===== config.mk =====
export PLATFORM = sky130hd
export DESIGN_NAME = thermal_guard
export DESIGN_NICKNAME = d
export VERILOG_FILES = /design/src/rtl/thermal_pkg.sv /design/src/rtl/thermal_sync.sv /design/src/rtl/thermal_hyst.sv /design/src/rtl/thermal_guard.sv
export SDC_FILE = /design/constraint.sdc
export NUM_CORES = 1
export LEC_CHECK = 0
export ABC_AREA = 1
export BUFFER_PORTS_ARGS = -buffer_cell sky130_fd_sc_hd__buf_2
export CAP_MARGIN = 20
export CELL_PAD_IN_SITES_DETAIL_PLACEMENT = 1
export CELL_PAD_IN_SITES_GLOBAL_PLACEMENT = 2
export CORE_MARGIN = 3
export CORE_UTILIZATION = 26
export DETAILED_ROUTE_END_ITERATION = 6
export PLACE_DENSITY = 0.69
export SKIP_LAST_GASP = 1
export SLEW_MARGIN = 20
export SYNTH_ARGS = -nofsm -noshare
export SYNTH_HDL_FRONTEND = slang
export SYNTH_SLANG_ARGS = --single-unit

===== constraint.sdc =====
create_clock -name clk -period 0.8 [get_ports clk]
set_input_delay 0.16 -clock clk [delete_from_list [all_inputs] [get_ports clk]]
set_output_delay 0.16 -clock clk [all_outputs]
set_load 0.01 [all_outputs]

===== src/rtl/thermal_pkg.sv =====
package thermal_pkg;
  // Number of hysteresis stages supervised by the guard
  localparam int unsigned NUM_STAGES = 2;
  // Index of the stage that forces the I/O stages safe
  localparam int unsigned SAFE_STAGE = NUM_STAGES - 1;

  // One comparator pair of a stage
  typedef struct packed {
    logic trip;
    logic rel;
  } cmp_pair_t;
endpackage


===== src/rtl/thermal_sync.sv =====
module thermal_sync #(
  parameter int unsigned WIDTH = 4,
  parameter int unsigned DEPTH = 2
) (
  input  logic             clk,
  input  logic             rst_n,
  input  logic [WIDTH-1:0] async_i,
  output logic [WIDTH-1:0] sync_o
);
  logic [WIDTH-1:0] chain_q [DEPTH];

  generate
    for (genvar g = 0; g < DEPTH; g++) begin : g_flop
      if (g == 0) begin : g_first
        always_ff @(posedge clk or negedge rst_n) begin
          if (!rst_n) chain_q[g] <= '0;
          else        chain_q[g] <= async_i;
        end
      end else begin : g_next
        always_ff @(posedge clk or negedge rst_n) begin
          if (!rst_n) chain_q[g] <= '0;
          else        chain_q[g] <= chain_q[g-1];
        end
      end
    end
  endgenerate

  assign sync_o = chain_q[DEPTH-1];
endmodule


===== src/rtl/thermal_hyst.sv =====
module thermal_hyst
  import thermal_pkg::*;
(
  input  logic      clk,
  input  logic      rst_n,
  input  cmp_pair_t cmp_i,
  input  logic      eoi_i,
  output logic      status_o,
  output logic      flag_o
);
  logic status_q;
  logic flag_q;

  // Trip is evaluated before release; a new trip outranks an end-of-interrupt
  always_ff @(posedge clk or negedge rst_n) begin
    if (!rst_n) begin
      status_q <= 1'b0;
      flag_q   <= 1'b0;
    end else begin
      if (cmp_i.trip)     status_q <= 1'b1;
      else if (cmp_i.rel) status_q <= 1'b0;

      if (cmp_i.trip && !status_q) flag_q <= 1'b1;
      else if (eoi_i)              flag_q <= 1'b0;
    end
  end

  assign status_o = status_q;
  assign flag_o   = flag_q;


  trip_wins_chk: assert property (@(posedge clk) disable iff (!rst_n)
    cmp_i.trip |=> status_q);


  hold_chk: assert property (@(posedge clk) disable iff (!rst_n)
    (!cmp_i.trip && !cmp_i.rel) |=> $stable(status_q));


  flag_sticky_chk: assert property (@(posedge clk) disable iff (!rst_n)
    (flag_q && !eoi_i) |=> flag_q);


  no_reraise_chk: assert property (@(posedge clk) disable iff (!rst_n)
    $rose(flag_q) |-> $rose(status_q));
endmodule


===== src/rtl/thermal_guard.sv =====
module thermal_guard
  import thermal_pkg::*;
#(
  parameter int unsigned SYNC_STAGES = 2
) (
  input  logic clk,
  input  logic rst_n,
  input  logic trip1_i,
  input  logic rel1_i,
  input  logic trip2_i,
  input  logic rel2_i,
  input  logic eoi_i,
  output logic hot1_o,
  output logic hot2_o,
  output logic flag1_o,
  output logic flag2_o,
  output logic irq_o,
  output logic pull_en_o,
  output logic cfg_clr_o
);
  localparam int unsigned CMP_W = 2 * NUM_STAGES;

  logic [CMP_W-1:0]      raw_cmp;
  logic [CMP_W-1:0]      sync_cmp;
  logic [NUM_STAGES-1:0] status;
  logic [NUM_STAGES-1:0] flag;

  assign raw_cmp = {trip2_i, rel2_i, trip1_i, rel1_i};

  thermal_sync #(
    .WIDTH (CMP_W),
    .DEPTH (SYNC_STAGES)
  ) i_sync (
    .clk     (clk),
    .rst_n   (rst_n),
    .async_i (raw_cmp),
    .sync_o  (sync_cmp)
  );

  generate
    for (genvar s = 0; s < NUM_STAGES; s++) begin : g_stage
      cmp_pair_t pair;
      assign pair.trip = sync_cmp[2*s+1];
      assign pair.rel  = sync_cmp[2*s];

      thermal_hyst i_hyst (
        .clk      (clk),
        .rst_n    (rst_n),
        .cmp_i    (pair),
        .eoi_i    (eoi_i),
        .status_o (status[s]),
        .flag_o   (flag[s])
      );
    end
  endgenerate

  assign hot1_o    = status[0];
  assign hot2_o    = status[1];
  assign flag1_o   = flag[0];
  assign flag2_o   = flag[1];
  assign irq_o     = |flag;
  assign pull_en_o = !status[SAFE_STAGE];
  assign cfg_clr_o = status[SAFE_STAGE];


  release_restores_pull_chk: assert property (@(posedge clk) disable iff (!rst_n)
    (status[SAFE_STAGE] && !sync_cmp[2*SAFE_STAGE+1] && sync_cmp[2*SAFE_STAGE])
      |=> (pull_en_o && !cfg_clr_o));


  trip_forces_safe_chk: assert property (@(posedge clk) disable iff (!rst_n)
    sync_cmp[2*SAFE_STAGE+1] |=> (!pull_en_o && cfg_clr_o && hot2_o));
endmodule


==> metrics.csv <==
metric,value,unit
status,"finished, violations left",
violations,setup timing,
finalMaxSlewViolations,0,
finalWorstSetupSlack,-0.345,ns
dr_wl_met2,374,um
port_buffers,13,
grt_pass1_vias,317,
rsz0062_at_grt,true,
syn-instance-count,31,
maxSlewHeadroom,0.825,
die_area,1950,um2
cp_cell_sequence,or2_1 > buf_2,
postRouteAntennaNets,0,
post-dp-hpwl,510,um
drive_above_1_share,0.421,
die_h,44.1,um
cp-start-kind,register,
max_stage_delay,0.38,ns
track_usage,0.0873,
arrival,0.98,ns
avgSynthCellArea,12.2,um2
core_area,1330,um2
layout_commonest_cell,dfrtp_1,
clock_sinks,12,
drt-initial-drc-count,0,
fin_crit_sh,1.43,
synth_top_area_frac,0.795,
pin_count,14,
tns,-1.54,ns
clk_pin_slew,0.07,ns
n_fill_cell,156,
worst-path-max-fanout,2,
ys_ff_latch,12,
insertion_delay,0.26,ns
slowest_stage,dfrtp_1,
hold_ws,0.158,ns
min_path_type,in -> reg,
wl_met1,235,um
finalSetupViolations,9,
intPower,1020,uW
endpoint_kind,output pin,
clockBufferDepth,2,
placementRows,13,
drt-pass1-iter-count,1,
cts_buffers,3,
place_congestion,0.673,
area_delta_synth_final,59.6,%
finalCriticalPeriod,1.14,ns
p_sw_frac,0.208,
syn_area,378,um2
grt_max_degree,13,
critical_path_required,0.64,ns
wl_met3,52,um
hold_viol,0,
highest-signal-layer,met3,
ys_seq_area_frac,0.795,
yosys.cell_types.count,5,
die_w,44.1,um
drc,0,
grt_pass1_wl,1220,um
pwr-share-seq,0.512,
leakage,0.000334,uW
synth_top_cell_by_area,dfrtp_1,
vdd_drop_max,1.12,mV
finalClockSkew,0.00307,ns
cts-root-buf,clkbuf_4,
cts-htree-levels,1,
power_density,2130,nW/um2
cts_tree,done,
combPwrFrac,0.134,
pwr-share-clk,0.354,
crit_type,reg -> out,
max_cap_violations,0,
final_cell_mix,"12 x dfrtp_1, 10 x buf_2, 9 x nand2_1, 6 x inv_1, 5 x dlygate4sd3_1",
synth_warnings,0,
switching_power,267,uW
vias,285,
diodes,0,
wl_per_cell,9.19,um
vias_per_cell,3.96,
grt-ovfl-total,0,
routed_wirelength,662,um
max_freq,873,MHz
synth_area_leaders,"dfrtp_1 79%, nand2_1 9.9%, inv_1 7.0%",
synth_fp_nets,38,
antenna_found_initial,0,
nets,65,
tightest_slew,0.263,ns
initial_core_util,0.283,
==> kinds of logic (layout without fill, tap and decap cells) <==
logic type             count (synthesis)  in the layout  share of synthesized area
flip-flops                            12             12                      0.795
AND/OR/NAND/NOR                       11             11                      0.116
buffers and inverters                  8             34                     0.0894
==> power by group through the flow <==
stage,registers [uW],logic [uW],clock network [uW]
finish,658,172,455
global placement,669,114,0
detailed placement,671,121,0
CTS,658,164,483
global route,663,191,541
floorplan,679,37.6,0
==> worst paths after layout <==
check / start / endpoint / slack [ns] / depth (start not counted)
worst max-delay path: g_stage[1].i_hyst.flag_o / irq_o / -0.34 / 2
worst min-delay path: eoi_i / g_stage[1].i_hyst.flag_o / 0.16 / 4
worst max register to register: g_stage[0].i_hyst.status_o / g_stage[0].i_hyst.status_o / -0.02 / 4
worst min register to register: i_sync.chain_q[5] / i_sync.sync_o[1] / 0.35 / 0
max in group asynchronous: rst_n / i_sync.sync_o[3] / 0.28 / 2
min in group asynchronous: rst_n / g_stage[0].i_hyst.flag_o / 0.31 / 2
==> stage by stage <==
step / cell area [um2] / total power, uW / worst slack [ns] / utilization / instances
floorplan: 378 / 717 / -0.0276 / - / 31
global placement: 469 / 783 / -0.0542 / 0.352 / 60
detailed placement: 469 / 792 / -0.0646 / 0.352 / 60
CTS: 583 / 1300 / -0.360 / 0.437 / 71
global route: 603 / 1400 / -0.401 / 0.452 / 72
finish: 603 / 1290 / -0.345 / 0.452 / 72
==> critical path: cells and delay by family (launching register included) <==
family	cells	cell delay (ns)
buffers and inverters	1	0.14
AND/OR/NAND/NOR	1	0.22
flip-flops	1	0.38
==> cell type report <==
| type | count | area [um2] | area share |
|---|---|---|---|
| Tap cell | 15 | 18.8 | 0.0311 |
| Timing Repair Buffer | 23 | 175 | 0.290 |
| Clock buffer | 4 | 36.3 | 0.0602 |
| Sequential cell | 12 | 300 | 0.498 |
| Multi-Input combinational cell | 11 | 46.3 | 0.0768 |
| Inverter | 7 | 26.3 | 0.0436 |
==> timing repair <==
action | in CTS | in global routing
setup buffers | 2 | 2
pin swaps | 0 | 1
setup endpoints to repair | 7 | 8
resized for setup | 2 | 4
hold endpoints to repair | 16 | 0
hold buffers | 5 | 0
==> flip-flops by register name, indices dropped and copies added (netlist names) <==
register	flops
i_sync.chain_q	4
g_stage.i_hyst.status_o	2
g_stage.i_hyst.flag_o	2
i_sync.sync_o	4
==> synthesized netlist by cell type (all sizes together) <==
cell and n:
buf 1, nand2 10, inv 7, dfrtp 12, or2 1
==> metal layers <==
metal | track usage | up-vias
met5 | 0 | -
met1 | 0.0874 | 138
met2 | 0.157 | 10
met3 | 0.0366 | 0
met4 | 0.0361 | 0
li1 | - | 137
(Power assumes the default switching activity.)
